`config.mk`:
```
export PLATFORM = sky130hd
export DESIGN_NAME = cfg_i2c_slave
export DESIGN_NICKNAME = d
export VERILOG_FILES = /design/src/rtl/cfg_i2c_slave.sv
export SDC_FILE = /design/constraint.sdc
export NUM_CORES = 1
export LEC_CHECK = 0
export BUFFER_PORTS_ARGS = -buffer_cell sky130_fd_sc_hd__buf_2
export CORE_ASPECT_RATIO = 0.6
export CORE_MARGIN = 8
export CORE_UTILIZATION = 45
export CTS_CLUSTER_SIZE = 14
export DETAILED_ROUTE_END_ITERATION = 7
export GPL_TIMING_DRIVEN = 0
export SLEW_MARGIN = 20
export SYNTH_ARGS = -nofsm -noshare
export SYNTH_HDL_FRONTEND = slang
export SYNTH_SLANG_ARGS = --single-unit
export TNS_END_PERCENT = 20
```
`constraint.sdc`:
```
create_clock -name clk -period 2.8 [get_ports clk]
set_input_delay 0.42 -clock clk [delete_from_list [all_inputs] [get_ports clk]]
set_output_delay 0.42 -clock clk [all_outputs]
set_load 0.05 [all_outputs]
```
`src/rtl/cfg_i2c_slave.sv`:
```
module cfg_i2c_slave #(
  parameter logic [6:0] DEV_ADDR  = 7'h69,
  parameter int         NUM_REGS  = 7,
  parameter int         FILT      = 3,
  parameter logic [8*NUM_REGS-1:0] DEFAULTS = 56'h81C33C5A00FF8F
) (
  input  logic                  clk,
  input  logic                  rst_n,
  input  logic                  scl_i,
  input  logic                  sda_i,
  output logic                  sda_oe,
  output logic [8*NUM_REGS-1:0] cfg_o
);
  localparam int CW = $clog2(NUM_REGS + 3) + 1;

  typedef enum logic [2:0] {S_IDLE, S_RX, S_RXEND, S_ACKOUT, S_TX, S_ACKIN, S_ACKWAIT} st_t;

  logic [1:0]      scl_sy, sda_sy;
  logic [FILT-1:0] scl_h, sda_h;
  logic            scl_f, sda_f, scl_d, sda_d;
  st_t             st;
  logic [7:0]      sh, tx_byte;
  logic [2:0]      bitcnt;
  logic [CW-1:0]   cnt, widx, ridx;
  logic            rw, wr_hit;
  logic [8*NUM_REGS-1:0] cfg_q, cfg_next;

  always_ff @(posedge clk or negedge rst_n) begin
    if (!rst_n) begin
      scl_sy <= '1; sda_sy <= '1; scl_h <= '1; sda_h <= '1;
      scl_f <= 1'b1; sda_f <= 1'b1; scl_d <= 1'b1; sda_d <= 1'b1;
    end else begin
      scl_sy <= {scl_sy[0], scl_i};
      sda_sy <= {sda_sy[0], sda_i};
      scl_h  <= {scl_h[FILT-2:0], scl_sy[1]};
      sda_h  <= {sda_h[FILT-2:0], sda_sy[1]};
      if (&scl_h) scl_f <= 1'b1; else if (~|scl_h) scl_f <= 1'b0;
      if (&sda_h) sda_f <= 1'b1; else if (~|sda_h) sda_f <= 1'b0;
      scl_d <= scl_f;
      sda_d <= sda_f;
    end
  end

  wire start_c  = scl_f & scl_d & sda_d & ~sda_f;
  wire stop_c   = scl_f & scl_d & ~sda_d & sda_f;
  wire scl_rise = scl_f & ~scl_d;
  wire scl_fall = ~scl_f & scl_d;
  wire cnt_max  = &cnt;

  always_comb begin
    widx     = cnt - CW'(3);
    ridx     = cnt - CW'(2);
    wr_hit   = (cnt >= CW'(3)) && (widx < CW'(NUM_REGS));
    cfg_next = cfg_q;
    tx_byte  = 8'hFF;
    for (int i = 0; i < NUM_REGS; i++) begin
      if (widx == CW'(i)) cfg_next[8*i +: 8] = sh;
      if (cnt >= CW'(2) && ridx == CW'(i)) tx_byte = cfg_q[8*i +: 8];
    end
    if (cnt == CW'(1)) tx_byte = 8'(NUM_REGS);
  end

  always_ff @(posedge clk or negedge rst_n) begin
    if (!rst_n) begin
      st <= S_IDLE; sh <= '0; bitcnt <= '0; cnt <= '0; rw <= 1'b0; cfg_q <= DEFAULTS;
    end else if (start_c) begin
      st <= S_RX; bitcnt <= '0; cnt <= '0; rw <= 1'b0;
    end else if (stop_c) begin
      st <= S_IDLE;
    end else begin
      case (st)
        S_RX: if (scl_rise) begin
          sh <= {sh[6:0], sda_f};
          if (bitcnt == 3'd7) st <= S_RXEND;
          else bitcnt <= bitcnt + 3'd1;
        end
        S_RXEND: if (scl_fall) begin
          if (cnt == '0) begin
            if (sh[7:1] == DEV_ADDR) begin rw <= sh[0]; st <= S_ACKOUT; end
            else st <= S_IDLE;
          end else begin
            st <= S_ACKOUT;
            if (!rw && wr_hit) cfg_q <= cfg_next;
          end
          if (!cnt_max) cnt <= cnt + CW'(1);
        end
        S_ACKOUT: if (scl_fall) begin
          bitcnt <= '0;
          if (rw) begin
            sh <= tx_byte; st <= S_TX;
            if (!cnt_max) cnt <= cnt + CW'(1);
          end else st <= S_RX;
        end
        S_TX: if (scl_fall) begin
          if (bitcnt == 3'd7) st <= S_ACKIN;
          else begin sh <= {sh[6:0], 1'b1}; bitcnt <= bitcnt + 3'd1; end
        end
        S_ACKIN: if (scl_rise) st <= sda_f ? S_IDLE : S_ACKWAIT;
        S_ACKWAIT: if (scl_fall) begin
          sh <= tx_byte; bitcnt <= '0; st <= S_TX;
          if (!cnt_max) cnt <= cnt + CW'(1);
        end
        default: st <= S_IDLE;
      endcase
    end
  end

  assign sda_oe = (st == S_ACKOUT) | ((st == S_TX) & ~sh[7]);
  assign cfg_o  = cfg_q;

  a_r8_stop_idle: assert property (@(posedge clk) disable iff (!rst_n)
    stop_c && !start_c |=> st == S_IDLE);
  a_r8_start_readdr: assert property (@(posedge clk) disable iff (!rst_n)
    start_c |=> st == S_RX && cnt == '0 && bitcnt == '0);
  a_r4_regs_hold: assert property (@(posedge clk) disable iff (!rst_n)
    st != S_RXEND |=> $stable(cfg_o));
  a_r2_addr_miss: assert property (@(posedge clk) disable iff (!rst_n)
    (st == S_RXEND && scl_fall && !start_c && !stop_c && cnt == '0 && sh[7:1] != DEV_ADDR)
    |=> !sda_oe && st == S_IDLE);
  a_r7_nack_release: assert property (@(posedge clk) disable iff (!rst_n)
    (st == S_ACKIN && scl_rise && sda_f && !start_c && !stop_c) |=> !sda_oe);
endmodule

```
# Yosys cells after proc, flatten, opt, wreduce, memory -nomap -nowiden
# Cells that the tools add are included.
dict set report op_classes {
  add_sub_neg 4
  n_lt_le_gt_ge 3
  eq_ne 44
  mux 54
  n_bitwise 17
  n_reduce_logical 39
}
# op count
set op_table {}
lappend op_table {{$mux W8} 14}
lappend op_table {{$mux W3} 19}
lappend op_table {{$reduce_and A7 Y1} 7}
lappend op_table {{$ne A4 B4 Y1 const B} 8}
lappend op_table {{$pmux W8 S4} 1}
lappend op_table {{$eq A5 B3 Y1 const B} 6}
lappend op_table {{$mux W5} 6}
lappend op_table {{$eq A5 B2 Y1 const B} 4}
lappend op_table {{$reduce_and A5 Y1} 4}
lappend op_table {{$ne A2 B2 Y1 const B} 9}
lappend op_table {{$pmux W3 S6} 1}
lappend op_table {{$eq A5 B1 Y1 const B} 3}
lappend op_table {{$logic_not A5 Y1} 3}
lappend op_table {{$eq A3 B3 Y1 const B} 4}
lappend op_table {{$ne A3 B3 Y1 const B} 4}
lappend op_table {{$ge A5 B2 Y1 const B} 2}
lappend op_table {{$mux W1} 10}
lappend op_table {{$pmux W5 S2} 1}
lappend op_table {{$sub A5 B2 Y5 const B} 2}
lappend op_table {{$logic_and A1 B1 Y1} 9}
lappend op_table {{$pmux W3 S3} 1}
lappend op_table {{$reduce_and A9 Y1} 1}
lappend op_table {{$and A1 B1 Y1} 8}
lappend op_table {{$not A1 Y1} 8}
lappend op_table {{17 further kinds} 26}
dict set report word_totals {
  regBits 90
  inputBits 4
  out_inout_bits 57
  wordCells 181
}

# Longest topological paths before layout
dict set report depth {
  word_depth 14
  depth_mapped 9
  depth_no_buf 7
}

# Worst setup path before layout
# OpenSTA, ideal clock, no wires.
dict set report synth_path {
  path_type {reg-to-reg}
  from {register cnt[1]}
  to {register cnt[3]}
  setup_ps 137
  t_arrival_ps 2056
  required_time_ps 2663
  setup_slack_ps 607
  path_stages_with_launch 10
  n_path_buf 2
  cell_sequence {dfrtp_1 > ha_1 > buf_2 > clkbuf_1 > and3_2 > ha_1 > a211oi_2 > nand3_1 > xor2_1 > nor2_1}
}
dict set report synth_between {
  elab_chain_len 7
  word_cells_on_any_way 9
  cone_classes {1 x add/sub; 7 x mux; 1 x reduce/logical}
}
# item line_no
set synth_lines {}
lappend synth_lines {{start, declared} 24} ;# logic [CW-1:0] cnt, widx, ridx;
lappend synth_lines {{start signal, assigned} 85} ;# if (!cnt_max) cnt <= cnt + CW'(1);
lappend synth_lines {{start signal, assigned} 91} ;# if (!cnt_max) cnt <= cnt + CW'(1);
lappend synth_lines {{start signal, assigned} 101} ;# if (!cnt_max) cnt <= cnt + CW'(1);
lappend synth_lines {{$add A5 B1 Y5 / $reduce_and A5 Y1 (equally long branches)} n/a}
lappend synth_lines {{$mux W5 (*)} {85, 91, 101}}
lappend synth_lines {{$mux W5} 89} ;# if (rw) begin
lappend synth_lines {{$mux W5} 87} ;# S_ACKOUT: if (scl_fall) begin
lappend synth_lines {{$pmux W5 S2 (*)} 71} ;# case (st)
lappend synth_lines {{$mux W5 (*)} 68} ;# end else if (stop_c) begin
lappend synth_lines {{$mux W5 (*)} 66} ;# end else if (start_c) begin
# Every way passes the cells marked *; elsewhere a longest branch is shown, timed or not. The select of a mux whose other input is x is not followed.
# A chain may end at the register's enable or synchronous reset.

# Final worst setup path
dict set report layout_path {
  from {register cnt[0]}
  to {register sh[4]}
}
dict set report layout_between {
  elab_chain_len 14
  word_cells_on_any_way 29
  cone_classes {1 x add/sub; 1 x order compare; 7 x eq/ne; 12 x mux; 8 x reduce/logical}
}
# item line_no
set layout_lines {}
lappend layout_lines {{$sub A5 B2 Y5} 52} ;# ridx = cnt - CW'(2);
lappend layout_lines {{$logic_not A5 Y1} 58} ;# if (cnt >= CW'(2) && ridx == CW'(i)) tx_byte = cfg_q[8*i +: 8];
lappend layout_lines {{$logic_and A1 B1 Y1} 58}
lappend layout_lines {{$mux W8 (7 in a row)} 58}
lappend layout_lines {{$mux W8 (*)} 60} ;# if (cnt == CW'(1)) tx_byte = 8'(NUM_REGS);
lappend layout_lines {{$mux W8} 89}
lappend layout_lines {{$mux W8} 87}
lappend layout_lines {{$pmux W8 S4 (*)} 71}
lappend layout_lines {{end signal, assigned} 73} ;# sh <= {sh[6:0], sda_f};
lappend layout_lines {{end signal, assigned} 96} ;# else begin sh <= {sh[6:0], 1'b1}; bitcnt <= bitcnt + 3'd1; end
lappend layout_lines {{end, declared} 22} ;# logic [7:0] sh, tx_byte;
# Marks and branches as above.

==> metrics.txt <==
Hold Crit Class=primary input to async pin; setup slack after layout=about 0.15 ns; proportion of power drawn by flip-flops and latches=36.7%; Critical Path Max Stage Delay=0.57 ns; Placer Congestion=0.8985; DRC=0; largest net degree at the start of global routing=54; DP HPWL=9486 um; fmax=between 300 and 400 MHz; M3 GR Usage=5.070%; die area=14390 sq um; global-route wire length before repair=about 21000 um; die extent in x=roughly 150 um; worst skew pair latency=roughly 0.34 ns; I/O pin count=61; Core Area=10490 sq um; GRT Total Usage=18.60%; routed vias/inst=5.802; Largest delay share family, worst path=buffers and inverters; Final min period=2.652 ns; Critical path origin=cnt[0]; Layout Nets=about 530; post-cts resize count=0; design area=approximately 5700 sq um; maximum vdd drop=0.0003355 V; initial core utilization=45.98%; Worst Path Required=3.05 ns; Clock Power Share=about 34%; Worst setup EP type=flop; Post-Place Setup Slack=between 0.08 and 0.09 ns; global route overflow=0; number of buffers added on ports=60; max-cap violation count=0; routed length per instance=19.77 um; Crit-path slowest cell=dlygate4sd1_1; area grow syn2layout=18.06%; Num CTS Buffers=9; Worst-Margin Slew=between 0.6 and 0.7 ns; Unique masters post-synth=63; CTS tree=built; initial antenna violation count=0; drt initial violations=278; sequential fraction of the synthesis area=47.77%; Reg clk slew, reported paths=~0.06 ns; setup TNS=0 ns; final hold vios=0; Final period util=about 95%; postcts setup bufs=0; # setup viols final=0; Leak=2.661 nW; worst-path cell chain=clkbuf_2 > inv_1 > ha_1 > buf_2 > dlygate4sd1_1 > a211oi_1 > a221o_1 > a31oi_1; Vias=3818; ys flop type=dfrtp_1; Worst Path Buf+Inv=4; Syn Nets=approximately 460; Clock Skew=between 0.008 and 0.009 ns; Max H-tree Level=3; crit path DAT=just under 3 ns; Rel. slew slack=54.23%; CP max FO=10; hold_buf cts=0; outcome=completed; Mapped Cells=roughly 440; met2 usage=25.78%; Internal Power=0.002752 W; grt peak-use layer=met1; number of flops mapped to enable cells by yosys=0; DRT Wirelength=13010 um; clk buf depth=2; met1 usage=between 20 and 30%; fin. max-slew vios=0; share of layout cells above drive strength 1=around 40%; hold slack=roughly 0.06 ns; vias in the first global route=between 3000 and 4000; mapped cell area=4822 sq um; Die Ht=between 90 and 100 um; Synth Register Bits=90; Psw=0.001395 W; ANT nets after route=0; Pre-antenna DRT Iters=5; R2R Path Start=cnt[0]; Crit Path Class=flop to flop; Root Buffer=clkbuf_16; RSZ-0062 raised after global routing=yes; # placed instances=643; Async S/R FF share, synth=100.0%; Worst setup SP type=flop; final cell count without fillers=658; syn_area_per_cell=approximately 11 sq um; Pwr Density=728.4 nW/um^2; total clock sinks=90; Placed Instance Area=5326 sq um; # diodes=0; sw frac=between 30% and 40%; Logic pwr share=29.3%; # rows=29; synth warn=0
[power groups by stage]
stage / Clock [W] / Sequential (W) / Combinational [W]
floorplan: 0 / 0.00151 / 0.000844
global placement: 0 / 0.00153 / 0.00116
detailed placement: 0 / 0.00154 / 0.00118
CTS: 0.00144 / 0.00152 / 0.00118
global route: 0.00149 / 0.00154 / 0.00132
finish: 0.00141 / 0.00152 / 0.00121
[final timing paths]
check	endpoint	slack, ns	depth (start not counted)
max	sh[4]	0.15	8
min	cfg_o[31]	0.06	1
max reg2reg	sh[4]	0.15	8
min reg2reg	scl_h[0]	0.36	0
max in group asynchronous	cfg_o[25]	2.05	2
min in group clk	scl_sy[0]	0.18	1
[placed cells by master (no fill, tap or decap), drive strengths merged, types with 5 or more instances in the layout]
cell type,n
ha,10
dfstp,41
and3,6
o22ai,6
inv,32
o21ai,15
a211oi,7
nand3,9
a221oi,11
mux2,50
nand3b,5
dfrtp,49
buf,81
nand2b,6
mux2i,12
a21oi,21
nor2,41
a221o,12
clkbuf,20
a31oi,7
nand2,20
[final cells by class]
cell class              instances  area, sq um
inverters                      31        116.4
repair buffers                 61        330.3
plain buffers                  31        205.2
fillers                       923         4793
clock buffers                  10        239.0
flip-flops and latches         90         2303
clock inverters                 6        112.6
well taps                     139        173.9
multi-input cells             290         2212
[routing by layer]
layer / up-vias / wire (um)
met4: 0 / 104
met5: - / 0
li1: 1742 / -
met2: 151 / 5130
met3: 10 / 985
met1: 1915 / 6789
[per-stage QoR]
stage | utilization, % | power [W]
floorplan | - | 0.002350
global placement | 50.51 | 0.002692
detailed placement | 50.79 | 0.002719
CTS | 54.15 | 0.004140
global route | 54.29 | 0.004348
finish | 54.29 | 0.004147
[sequential cells by signal (all words and copies together) (netlist names)]
signal	cells
cnt	5
scl_sy	2
cfg_o	56
sh	8
sda_f	1
scl_f	1
scl_h	3
sda_sy	2
scl_d	1
bitcnt	3
sda_d	1
st	3
sda_h	3
rw	1
[kinds of logic after synthesis]
logic type / synth area share [%]
buf+inv: 6.694
compound gates: 14.82
flops: 47.77
simple gates: 12.71
mux: 14.32
fa+ha+maj: 2.595
xor+xnor: 1.090
[cell usage after synthesis (3+ instances only)]
| cell | instances | area share, % |
|---|---|---|
| clkbuf_2 | 6 | 0.62 |
| clkbuf_1 | 4 | 0.31 |
| xnor2_1 | 4 | 0.73 |
| nor2_1 | 41 | 3.2 |
| o211ai_1 | 3 | 0.47 |
| a22o_1 | 4 | 0.73 |
| a21oi_1 | 21 | 2.2 |
| or2_2 | 3 | 0.39 |
| a221o_1 | 12 | 2.5 |
| dfstp_2 | 41 | 22 |
| a211oi_1 | 6 | 0.93 |
| ha_1 | 10 | 2.6 |
| mux2_2 | 48 | 11 |
| a2111oi_0 | 3 | 0.54 |
| o22ai_1 | 6 | 0.78 |
| inv_1 | 31 | 2.4 |
| nand2_1 | 20 | 1.6 |
| and2_1 | 3 | 0.39 |
| o21ai_0 | 15 | 1.6 |
| nand3_1 | 9 | 0.93 |
| a31oi_1 | 7 | 0.91 |
| buf_2 | 11 | 1.1 |
| and3_1 | 5 | 0.65 |
| a221oi_1 | 10 | 1.8 |
| nand2b_1 | 6 | 0.78 |
| buf_6 | 7 | 1.6 |
| nand3b_1 | 5 | 0.78 |
| dfrtp_1 | 49 | 25 |
| mux2i_1 | 12 | 2.5 |
(Power assumes the default switching activity.)
